File: config.mk
export PLATFORM = sky130hd
export DESIGN_NAME = esb_four_cell
export DESIGN_NICKNAME = d
export VERILOG_FILES = /design/src/rtl/esb_pkg.sv /design/src/rtl/esb_resonator.sv /design/src/rtl/esb_loop.sv /design/src/rtl/esb_decide.sv /design/src/rtl/esb_four_cell.sv
export SDC_FILE = /design/constraint.sdc
export NUM_CORES = 1
export LEC_CHECK = 0
export CAP_MARGIN = 20
export CORE_ASPECT_RATIO = 1.75
export CORE_MARGIN = 3
export CORE_UTILIZATION = 45
export DETAILED_ROUTE_END_ITERATION = 7
export PLACE_DENSITY_LB_ADDON = 0.08
export SETUP_SLACK_MARGIN = 0.1
export SLEW_MARGIN = 20
export SYNTH_ARGS = -nofsm -noshare
export SYNTH_HDL_FRONTEND = slang
export SYNTH_SLANG_ARGS = --single-unit
File: constraint.sdc
create_clock -name clk -period 6.7 [get_ports clk]
set_clock_uncertainty 0.05 [all_clocks]
set_input_delay 2.01 -clock clk [delete_from_list [all_inputs] [get_ports clk]]
set_output_delay 2.01 -clock clk [all_outputs]
set_load 0.02 [all_outputs]
File: src/rtl/esb_pkg.sv
package esb_pkg;

    localparam int CELLS = 4;
    localparam int SEQ_W = 3;

    typedef enum logic [2:0] {
        CNT_NONE,
        CNT_ONE,
        CNT_TWO,
        CNT_THREE,
        CNT_ALL
    } cnt_class_e;

    function automatic cnt_class_e classify(input logic [2:0] cnt);
        cnt_class_e c;
        unique case (cnt)
            3'd0:    c = CNT_NONE;
            3'd1:    c = CNT_ONE;
            3'd2:    c = CNT_TWO;
            3'd3:    c = CNT_THREE;
            default: c = CNT_ALL;
        endcase
        return c;
    endfunction

endpackage

File: src/rtl/esb_resonator.sv
module esb_resonator #(
    parameter int W = 6
) (
    input  logic                clk,
    input  logic                rst_n,
    input  logic signed [W-1:0] in_val,
    output logic signed [W-1:0] out_val
);
    localparam int SW = W + 2;
    localparam logic signed [SW-1:0] HI = SW'((2 ** (W - 1)) - 1);
    localparam logic signed [SW-1:0] LO = -SW'(2 ** (W - 1));

    logic signed [W-1:0]  in_d1, in_d2, out_d1, out_d2;
    logic signed [SW-1:0] ext_in, ext_out, raw;

    always_comb begin
        ext_in  = {{2{in_d2[W-1]}}, in_d2};
        ext_out = {{2{out_d2[W-1]}}, out_d2};
        raw     = -ext_in - ext_out;
        if (raw > HI)
            out_val = HI[W-1:0];
        else if (raw < LO)
            out_val = LO[W-1:0];
        else
            out_val = raw[W-1:0];
    end

    always_ff @(posedge clk or negedge rst_n) begin
        if (!rst_n) begin
            in_d1  <= '0;
            in_d2  <= '0;
            out_d1 <= '0;
            out_d2 <= '0;
        end else begin
            in_d1  <= in_val;
            in_d2  <= in_d1;
            out_d1 <= out_val;
            out_d2 <= out_d1;
        end
    end
endmodule

File: src/rtl/esb_loop.sv
module esb_loop #(
    parameter int W      = 6,
    parameter int STAGES = 2
) (
    input  logic                              clk,
    input  logic                              rst_n,
    input  logic signed [esb_pkg::SEQ_W-1:0]  seq,
    output logic signed [W-1:0]               level
);
    localparam int QW = esb_pkg::SEQ_W;

    logic signed [QW-1:0] neg_seq;
    logic signed [W-1:0]  chain [STAGES+1];

    always_comb begin
        neg_seq  = -seq;
        chain[0] = {{(W-QW){neg_seq[QW-1]}}, neg_seq};
    end

    for (genvar g = 0; g < STAGES; g++) begin : g_stage
        esb_resonator #(.W(W)) u_res (
            .clk    (clk),
            .rst_n  (rst_n),
            .in_val (chain[g]),
            .out_val(chain[g+1])
        );
    end

    assign level = chain[STAGES];
endmodule

File: src/rtl/esb_decide.sv
module esb_decide #(
    parameter int W = 6,
    parameter int T = 6
) (
    input  esb_pkg::cnt_class_e  cls,
    input  logic signed [W-1:0]  v_split,
    input  logic signed [W-1:0]  v_upper,
    input  logic signed [W-1:0]  v_lower,
    input  logic signed [T-1:0]  t_near,
    input  logic signed [T-1:0]  t_far,
    output logic [3:0]           pattern
);
    import esb_pkg::*;
    localparam int CW = ((W > T) ? W : T) + 1;

    logic signed [CW-1:0] es, eu, el, pn, nn, pf, nf;
    logic s_pos, u_pos, l_pos;
    logic u_band, l_band;
    logic u_hi, u_lo, l_hi, l_lo, s_far_hi, s_far_lo, s_above_nfar;

    always_comb begin
        es = {{(CW-W){v_split[W-1]}}, v_split};
        eu = {{(CW-W){v_upper[W-1]}}, v_upper};
        el = {{(CW-W){v_lower[W-1]}}, v_lower};
        pn = {{(CW-T){t_near[T-1]}}, t_near};
        pf = {{(CW-T){t_far[T-1]}}, t_far};
        nn = -pn;
        nf = -pf;
        s_pos = !es[CW-1];
        u_pos = !eu[CW-1];
        l_pos = !el[CW-1];
        u_hi  = (eu >= pn);
        u_lo  = (eu < nn);
        l_hi  = (el >= pn);
        l_lo  = (el < nn);
        u_band = (eu >= nn) && (eu < pn);
        l_band = (el >= nn) && (el < pn);
        s_far_hi     = (es >= pf);
        s_far_lo     = (es < nf);
        s_above_nfar = (es >= nf);
    end

    always_comb begin
        pattern = 4'b0000;
        unique case (cls)
            CNT_NONE: pattern = 4'b0000;
            CNT_ALL:  pattern = 4'b1111;
            CNT_TWO: begin
                if (s_far_hi)
                    pattern = 4'b1100;
                else if (s_far_lo)
                    pattern = 4'b0011;
                else
                    pattern = {u_pos, !u_pos, l_pos, !l_pos};
            end
            CNT_ONE: begin
                if (s_above_nfar && u_hi)
                    pattern = 4'b1000;
                else if (s_pos && u_pos && l_band)
                    pattern = 4'b1000;
                else if (s_far_lo && u_lo)
                    pattern = 4'b0100;
                else if (s_pos && !u_pos && l_band)
                    pattern = 4'b0100;
                else if (u_band && l_hi)
                    pattern = 4'b0010;
                else if (!s_pos && u_band && l_pos)
                    pattern = 4'b0010;
                else if (u_band && l_lo)
                    pattern = 4'b0001;
                else if (!s_pos && u_band && !l_pos)
                    pattern = 4'b0001;
                else if (s_pos)
                    pattern = u_pos ? 4'b1000 : 4'b0100;
                else
                    pattern = l_pos ? 4'b0010 : 4'b0001;
            end
            CNT_THREE: begin
                if (u_band && l_hi)
                    pattern = 4'b1110;
                else if (s_pos && u_band && l_pos)
                    pattern = 4'b1110;
                else if (u_band && l_lo)
                    pattern = 4'b1101;
                else if (s_pos && u_band && !l_pos)
                    pattern = 4'b1101;
                else if (u_hi)
                    pattern = 4'b1011;
                else if (!s_pos && u_pos && l_band)
                    pattern = 4'b1011;
                else if (u_lo)
                    pattern = 4'b0111;
                else if (!s_pos && !u_pos && l_band)
                    pattern = 4'b0111;
                else if (s_pos)
                    pattern = l_pos ? 4'b1110 : 4'b1101;
                else
                    pattern = u_pos ? 4'b1011 : 4'b0111;
            end
            default: pattern = 4'b0000;
        endcase
    end
endmodule

File: src/rtl/esb_four_cell.sv
module esb_four_cell #(
    parameter int ACC_W  = 6,
    parameter int THR_W  = 6,
    parameter int STAGES = 2
) (
    input  logic                    clk,
    input  logic                    rst_n,
    input  logic [2:0]              cell_count,
    input  logic signed [THR_W-1:0] thr_near,
    input  logic signed [THR_W-1:0] thr_far,
    output logic [3:0]              cell_sel,
    output logic signed [ACC_W-1:0] loop_split,
    output logic signed [ACC_W-1:0] loop_upper,
    output logic signed [ACC_W-1:0] loop_lower
);
    import esb_pkg::*;
    localparam int NLOOP = 3;

    cnt_class_e              cls;
    logic [3:0]              next_sel;
    logic signed [SEQ_W-1:0] seq   [NLOOP];
    logic signed [ACC_W-1:0] level [NLOOP];

    assign cls = classify(cell_count);

    esb_decide #(.W(ACC_W), .T(THR_W)) u_decide (
        .cls    (cls),
        .v_split(level[0]),
        .v_upper(level[1]),
        .v_lower(level[2]),
        .t_near (thr_near),
        .t_far  (thr_far),
        .pattern(next_sel)
    );

    always_comb begin
        seq[0] = SEQ_W'(next_sel[3]) + SEQ_W'(next_sel[2])
               - SEQ_W'(next_sel[1]) - SEQ_W'(next_sel[0]);
        seq[1] = SEQ_W'(next_sel[3]) - SEQ_W'(next_sel[2]);
        seq[2] = SEQ_W'(next_sel[1]) - SEQ_W'(next_sel[0]);
    end

    for (genvar k = 0; k < NLOOP; k++) begin : g_loop
        esb_loop #(.W(ACC_W), .STAGES(STAGES)) u_loop (
            .clk  (clk),
            .rst_n(rst_n),
            .seq  (seq[k]),
            .level(level[k])
        );
    end

    always_ff @(posedge clk or negedge rst_n) begin
        if (!rst_n)
            cell_sel <= 4'b0000;
        else
            cell_sel <= next_sel;
    end

    assign loop_split = level[0];
    assign loop_upper = level[1];
    assign loop_lower = level[2];
endmodule

# [Yosys cells after proc, flatten, opt, wreduce, memory -nomap -nowiden]
# Cells that the tools add are included.
[word_totals] register_bits=94 latch_bits=0 mem_bits_rw=0 mem_bits_ro=0 inputBits=17 output_inout_bits=22 word_cells=133 memories=0
[classes] n_addsub=22 n_mul=0 div_mod_pow=0 n_lt_le_gt_ge=23 eq_ne=7 n_shift=0 muxes=38 bitwise_logic=0 reduce_logical=24
[op_table] operator="two-way mux 4 bit" count=22
[op_table] operator="two-way mux 6 bit" count=12
[op_table] operator="> comparator 8 x 6 -> 1 bit (second input constant)" count=6
[op_table] operator="< comparator 8 x 6 -> 1 bit (second input constant)" count=6
[op_table] operator="subtractor 8 x 6 -> 8 bit" count=6
[op_table] operator="negator 3 -> 8 bit" count=3
[op_table] operator="negator 6 -> 8 bit" count=3
[op_table] operator=">= comparator 6 x 7 -> 1 bit" count=3
[op_table] operator="< comparator 6 x 7 -> 1 bit" count=3
[op_table] operator="logical AND 1 bit" count=20
[op_table] operator=">= comparator 6 bit" count=3
[op_table] operator="case mux 4 bit (4 select lines)" count=1
[op_table] operator="negator 6 -> 7 bit" count=2
[op_table] operator="== test 3 x 2 -> 1 bit (second input constant)" count=4
[op_table] operator="< comparator 6 bit" count=2
[op_table] operator="case mux 3 bit (4 select lines)" count=1
[op_table] operator="== test 3 x 1 -> 1 bit (second input constant)" count=2
[op_table] operator="negator 2 -> 3 bit" count=2
[op_table] operator="two-way mux 2 bit" count=2
[op_table] operator="subtractor 1 x 1 -> 2 bit" count=2
[op_table] operator="== test 3 bit (second input constant)" count=1
[op_table] operator="zero test 1 bit" count=3
[op_table] operator="zero test 3 bit" count=1
[op_table] operator="negator 3 bit" count=1
[op_table] operator="3 further kinds" count=3

# [Depth between registers and ports, before layout]
# Gate-level depths: netlist of run 1.
[depth] word_depth=22 mapped_depth=24 ltp_nobuf=24

# [Modules after synthesis]
# Synthesis of run 1 repeated with hierarchy kept, for this count alone.
[hier_totals] cells_unflattened=729 hier_area_um2=8244.2
[by_module_without_submodules] module="esb_resonator" instances=6 cells_per_inst=79 area_each_um2=1049.8 seq_area_each_um2=600.6
[by_module_without_submodules] module="esb_decide" instances=1 cells_per_inst=223 area_each_um2=1634.1 seq_area_each_um2=0.0
[by_module_without_submodules] module="esb_four_cell" instances=1 cells_per_inst=20 area_each_um2=225.2 seq_area_each_um2=100.1
[by_module_without_submodules] module="esb_loop" instances=3 cells_per_inst=4 area_each_um2=28.8 seq_area_each_um2=0.0

# [Worst setup path before layout of run 1]
# No wires, ideal clock.
[synth_path] kind="input-to-reg" startpoint="input port thr_near[1]" endpoint="register g_loop[0].u_loop.g_stage[0].u_res.in_d1[1]" setup_time_ns=0.063 t_arrival_ns=5.440 t_required_ns=6.587 path_slack_ns=1.147 stages=17 cell_sequence="inv_1 ha_1 nand3_1 xnor2_1 ha_1 a21o_1 a2111oi_0 o31ai_1 nand3_2 a21o_1 a211oi_1 nor4_1 fa_1 ha_1 inv_1 ha_1 inv_1"
[synth_lines] element="start: declaration" line="esb_four_cell.sv:9" text="input logic signed [THR_W-1:0] thr_near,"
[synth_lines] element="end signal: assignment" line="esb_resonator.sv:35" text="in_d1 <= in_val;"
[synth_lines] element="end: declaration" line="esb_resonator.sv:13" text="logic signed [W-1:0] in_d1, in_d2, out_d1, out_d2;"

==> run_results.csv, run 1 <==
group,metric,value,unit
status,status,"completed",
synthesis,ys_ff_latch,90,
sta,min_period_over_period,93.2,%
route,post_drt_via_cell_ratio,5.38,
worst_setup_path,worstPathCellList,"clkdlybuf4s50_1, inv_1, ha_1, nand3_1, xnor2_1, ha_1, a21o_1, a2111oi_0, o31ai_1, nand3_2, a21o_1, a211oi_1, nor4_1, buf_4, fa_1, ha_1, inv_1, ha_1, inv_1",
synthesis,syn_avg_cell_area,10.3,sq um
sta,rsz0062_at_grt,"no",
floorplanning,start_util,46.1,%
run,maxCapViolCount,0,
clock_tree,cts_setup_buffers,0,
layout,multiInputGateArea,0.00346,sq mm
layout,fin_nets,769,
route,vias,4349,
synthesis,async_reset_ff_share,100,%
worst_setup_path,critical_path_class,"in2reg",
synthesis,netlist_area,0.00617,sq mm
route,wire_per_inst,16.5,um
worst_setup_path,cp_common_cell,"ha_1",
sta,period_needed,6.24,ns
clock_tree,root_buffer,"clkbuf_16",
clock_tree,clockBufferDepth,2,
route,ant_nets,0,
worst_setup_path,cpLargestDelayFamily,"adder cells",
layout,n_antenna_cell,0,
worst_setup_path,crit_path_start_kind,"input port",
worst_setup_path,max_stage_delay,0.57,ns
clock_tree,cts_made_buffers,9,
hold_path,hold_path.class,"reg2reg",
synthesis,yosys-top-cells-count,"ha_1, dfrtp_1, inv_1, a21oi_1, o21a_1",
worst_setup_path,cp_data_arrival_time,6.47,ns
route,drtIter0Drc,124,
synthesis,ys_seq_area_share,36.5,%
clock_tree,clock-sinks,90,
clock_tree,cts_max_level,3,
layout,area_growth,12.6,%
floorplanning,die_h,161,um
worst_setup_path,cp_max_fo,9,
floorplanning,ios,39,
global_routing,grt_start_max_net_pins,73,
global_routing,grt_pass1_wl,22.1,mm
synthesis,synth_edf_count,0,
sta,setup_viol,0,
worst_setup_path,critPathSlowestCell,"a2111oi_0",
synthesis,synthFlopType,"dfrtp_1",
clock_tree,worstSkewPairLatency,0.33,ns
layout,fill_cells,1208,
worst_setup_path,crit_path_end_kind,"flip-flop",
global_routing,first_global_vias,4678,
floorplanning,core_area,0.0134,sq mm
worst_setup_path,critPathRequiredTime,6.93,ns
synthesis,netlist_top_cells_area,"dfrtp_1, ha_1, inv_1",
worst_setup_path,path_buf_inv,5,
sta,hold_viol_final,0,
route,finalWirelength,13.4,mm
sta,maxSlewHeadroom,40.6,%
floorplanning,core.rowCount,56,
place,dp_cells,793,
global_routing,antenna_found_initial,0,
sta,tns,0,ns
global_routing,grt_usage,18.9,%
synthesis,ys_warn_count,0,
worst_setup_path,critPathLaunch,"thr_near[0]",
floorplanning,die_x,94.5,um
layout,drive_above_1_share,5.98,%
hold_path,hold_start,"g_loop[1].u_loop.g_stage[0].u_res.out_d1[0]",
synthesis,synthesis.nets,736,
place,port_buffers,38,
clock_tree,post_cts_resized,0,
sta,max_freq,160,MHz
clock_tree,cts_hold_buf,0,
clock_tree,cts_tree,"yes",
synthesis,synth_most_common_cell,"ha_1",
clock_tree,clk_pin_slew,0.07,ns
sta,hold_ws,0.295,ns
sta,worstMarginPinSlew,0.891,ns
global_routing,grt-ovfl-total,0,
layout,fin_cells,809,
synthesis,syn_inst,597,
floorplanning,die_area,0.0152,sq mm
worst_setup_path,reg2reg_from,"g_loop[1].u_loop.g_stage[0].u_res.out_d2[2]",
route,drtPass1Iterations,6,
sta,report.final.slew_viol_count,0,
place,gp_congestion,0.853,
place,dp_hpwl,10.8,mm
layout,final_util,51.9,%
route,drc,0,
layout,regArea,0.00225,sq mm
synthesis,synth_top_area_share,36.5,%
synthesis,ys_types,62,
synthesis,synth.largest_area_cell,"dfrtp_1",
-- cell usage in the layout, fill, tap and decap left out, types with 3 or more instances in the layout --
cell type        netlist  layout
a211o_1                3       3
a211oi_1               9       9
a21o_1                16      16
a21oi_1               34      34
a32o_1                 4       4
and3_1                 3       3
buf_4                 19       6
clkbuf_16              0       9
clkdlybuf4s50_1        0      37
dfrtp_1               90      90
fa_1                   7       7
ha_1                 115     115
inv_1                 80      80
nand2_1               12      12
nand2b_1               5       5
nand3_1                8       8
nand3b_1               3       3
nand4_1                3       3
nor2_1                29      29
nor2b_1                5       5
nor3_1                12      12
nor4_1                 5       5
o21a_1                31      31
o21ai_0               24      24
o21bai_1               6       6
xnor2_1               17      17
xor2_1                13      13
-- cell type report --
cell class              instances  share of cell area, %
multi-input cells             405                   49.8
flip-flops and latches         90                   32.4
repair buffers                 43                   5.98
inverters                      81                   4.38
clock buffers                  10                   3.29
well taps                     174                   3.13
clock inverters                 6                   1.04
-- state kept, by name, indices dropped and copies added (netlist names) --
name,flops
cell_sel,4
g_loop.u_loop.g_stage.u_res.in_d1,7
g_loop.u_loop.g_stage.u_res.out_d2,36
g_loop.u_loop.g_stage.u_res.in_d2,7
g_loop.u_loop.g_stage.u_res.out_d1,36
-- cells by family (layout without fill, tap and decap cells) --
kind of cell / after synthesis / count (layout) / share of synthesized area, %
buf+inv: 102 / 140 / 7.48
simple gates: 100 / 100 / 8.68
xor+xnor: 30 / 30 / 4.26
flops: 90 / 90 / 36.5
fa+ha+maj: 122 / 122 / 25.6
compound gates: 153 / 153 / 17.5
-- metrics by stage --
stage / cell area (sq um) / setup WS [ns]
after floorplan: 6170 / 1.15
after global placement: 6650 / 0.344
after detailed placement: 6650 / 0.215
after CTS: 6950 / 0.511
after global routing: 6950 / 0.164
final: 6950 / 0.457
-- metal layers --
metal,global-route usage [%],routed length [um],vias up
li1,-,-,2155
met1,18.9,5010,2107
met2,36.9,7660,64
met3,3.42,281,23
met4,7.49,403,0
met5,0,0,-
-- worst paths after layout --
path | endpoint | slack [ns] | cells past startpoint
setup / recovery | g_loop[0].u_loop.g_stage[0].u_res.in_d1[1] | 0.46 | 19
hold / removal | g_loop[1].u_loop.g_stage[0].u_res.out_d2[0] | 0.30 | 0
setup reg to reg | g_loop[0].u_loop.g_stage[0].u_res.in_d1[1] | 0.49 | 24
hold reg to reg | g_loop[1].u_loop.g_stage[0].u_res.out_d2[0] | 0.30 | 0
max in group asynchronous | g_loop[1].u_loop.g_stage[0].u_res.out_d1[0] | 3.95 | 2
min in group asynchronous | cell_sel[2] | 1.49 | 1
Power of run 1 is left out: the tool's default activity adds up to more than one toggle a clock period on the data nets, which glitch-free logic cannot reach.
==> inputs of run 2 (changes only) <==
- DONT_BUFFER_PORTS: unset -> 1
==> run 2 against run 1 <==
Hold slack gained 0.00067 ns. Critical path depth increased by 3. Critical path type is now reg2reg. Clock-buffer cell count rose by 1. Utilization decreased by 2.9 points. Wire length decreased by 3.9%. Cell area fell by 5.5%. Via count down 4.2%. Cell count fell by 4.7%. Non-clock buffer count decreased by 38. Register-to-register slack worse by 0.04 ns. Maximum frequency barely moved. Critical endpoint unchanged. Worst setup slack got worse by 0.0049 ns.
==> run_results.csv, run 2 (synthesis gave the netlist of run 1 again) <==
group,metric,value,unit
worst_setup_path,crit_path_end_kind,"flip-flop",
worst_setup_path,cp_data_arrival_time,6.43,ns
run,maxCapViolCount,0,
clock_tree,cts_setup_buffers,0,
sta,rsz0062_at_grt,"no",
route,finalWirelength,12.8,mm
sta,min_period_over_period,93.3,%
route,drtIter0Drc,95,
layout,top_regs,"g_loop.u_loop.g_stage.u_res.out_d1 (36), g_loop.u_loop.g_stage.u_res.out_d2 (36)",
sta,tns,0,ns
route,ant_nets,0,
sta,report.final.slew_viol_count,0,
global_routing,first_global_vias,4478,
clock_tree,clock-sinks,90,
floorplanning,die_area,0.0152,sq mm
worst_setup_path,cp_max_fo,6,
floorplanning,ios,39,
layout,most-common-layout-cells,"ha_1, dfrtp_1, inv_1",
worst_setup_path,cp_common_cell,"ha_1",
layout,fin_nets,731,
floorplanning,core.rowCount,56,
route,post_drt_via_cell_ratio,5.40,
worst_setup_path,worstPathCellList,"ha_1, inv_1, ha_1, fa_1, a211o_1, o211ai_1, nand2_1, o21ai_0, o21a_1, ha_1, a21o_1, a2111oi_4, o21a_1, o22ai_1, a211o_1, a221oi_1, o21ai_0, fa_1, ha_1, inv_1, ha_1, inv_1",
clock_tree,cts_made_buffers,9,
sta,period_needed,6.25,ns
floorplanning,start_util,46.1,%
global_routing,grt_start_max_net_pins,91,
global_routing,antenna_found_initial,0,
worst_setup_path,cpLargestDelayFamily,"compound AO/OA/AOI/OAI gates",
place,port_buffers,0,
floorplanning,die_x,94.5,um
layout,layout_commonest_cell,"ha_1",
worst_setup_path,critPathSlowestCell,"fa_1",
status,status,"completed",
clock_tree,clockBufferDepth,2,
sta,maxSlewHeadroom,44.4,%
place,dp_cells,755,
global_routing,grt_pass1_wl,21.4,mm
clock_tree,post_cts_resized,0,
worst_setup_path,critPathRequiredTime,6.88,ns
sta,setup_viol,0,
layout,drive_above_1_share,6.37,%
worst_setup_path,crit_path_start_kind,"flip-flop",
layout,fill_cells,1251,
route,wire_per_inst,16.6,um
global_routing,grt-ovfl-total,0,
clock_tree,cts_hold_buf,0,
route,drc,0,
sta,hold_viol_final,0,
floorplanning,core_area,0.0134,sq mm
route,drtPass1Iterations,4,
hold_path,hold_path.class,"reg2reg",
global_routing,grt_usage,18.2,%
floorplanning,die_h,161,um
worst_setup_path,critical_path_class,"reg2reg",
clock_tree,clk_pin_slew,0.07,ns
worst_setup_path,path_buf_inv,3,
sta,worstMarginPinSlew,0.831,ns
sta,max_freq,160,MHz
clock_tree,root_buffer,"clkbuf_16",
worst_setup_path,max_stage_delay,0.62,ns
place,dp_hpwl,10.5,mm
layout,n_antenna_cell,0,
clock_tree,worstSkewPairLatency,0.34,ns
place,gp_congestion,0.880,
route,vias,4167,
clock_tree,cts_max_level,3,
layout,area_growth,6.41,%
clock_tree,cts_tree,"yes",
layout,fin_cells,771,
-- run 2: cell types whose count changed in the layout (fill, tap and decap cells not counted) --
| cell | previous run | this run |
|---|---|---|
| clkinvlp_4 | 0 | 1 |
| buf_4 | 6 | 5 |
| clkbuf_8 | 0 | 2 |
| inv_6 | 2 | 1 |
| clkinv_2 | 1 | 0 |
| clkbuf_1 | 1 | 0 |
| bufinv_16 | 1 | 0 |
| clkinv_4 | 1 | 2 |
| clkdlybuf4s50_1 | 37 | 0 |
-- run 2: stage by stage --
step	area (sq um)	utilization (%)	setup slack (ns)	hold slack [ns]
6_report	6570	49.1	0.452	0.296
5_1_grt	6570	49.1	0.141	0.306
4_1_cts	6570	49.1	0.450	0.297
3_5_place_dp	6270	46.8	0.481	0.285
3_3_place_gp	6270	46.8	0.567	0.283
2_1_floorplan	6170	-	1.15	0.281
-- run 2: final timing paths --
| check | endpoint | cells past startpoint | from | slack [ns] |
|---|---|---|---|---|
| setup / recovery | g_loop[0].u_loop.g_stage[0].u_res.in_d1[1] | 22 | g_loop[2].u_loop.g_stage[0].u_res.out_d2[1] | 0.45 |
| hold / removal | g_loop[2].u_loop.g_stage[1].u_res.out_d2[5] | 0 | g_loop[2].u_loop.g_stage[1].u_res.out_d1[5] | 0.30 |
| setup reg to reg | g_loop[0].u_loop.g_stage[0].u_res.in_d1[1] | 22 | g_loop[2].u_loop.g_stage[0].u_res.out_d2[1] | 0.45 |
| hold reg to reg | g_loop[2].u_loop.g_stage[1].u_res.out_d2[5] | 0 | g_loop[2].u_loop.g_stage[1].u_res.out_d1[5] | 0.30 |
| max in group asynchronous | g_loop[1].u_loop.g_stage[0].u_res.out_d2[3] | 0 | rst_n | 5.15 |
| min in group asynchronous | cell_sel[2] | 0 | rst_n | 1.31 |
-- run 2: final cells by class --
type	instances	area, sq um	area share, %
multi-input cells	405	3460	52.7
clock buffers	11	253	3.85
flip-flops and latches	90	2250	34.3
well taps	174	218	3.31
inverters	81	304	4.63
repair buffers	5	37.5	0.572
clock inverters	5	45.0	0.686
-- run 2: metal layers --
layer | up-vias | global-route usage, % | wire length, um
li1 | 2070 | - | -
met1 | 2026 | 17.8 | 4590
met2 | 50 | 35.8 | 7420
met3 | 21 | 3.84 | 434
met4 | 0 | 7.23 | 383
met5 | - | 0 | 0
-- run 2: worst register-to-register path, stage by stage, from the launching register on --
cell and delay [ns]:
dfrtp_1 0.41, ha_1 0.28, inv_1 0.04, ha_1 0.22, fa_1 0.42, a211o_1 0.29, o211ai_1 0.12, nand2_1 0.10
o21ai_0 0.49, o21a_1 0.44, ha_1 0.32, a21o_1 0.21, a2111oi_4 0.38, o21a_1 0.22, o22ai_1 0.11, a211o_1 0.30
a221oi_1 0.32, o21ai_0 0.33, fa_1 0.62, ha_1 0.14, inv_1 0.04, ha_1 0.26, inv_1 0.04
Power of run 2 is left out for the same reason.
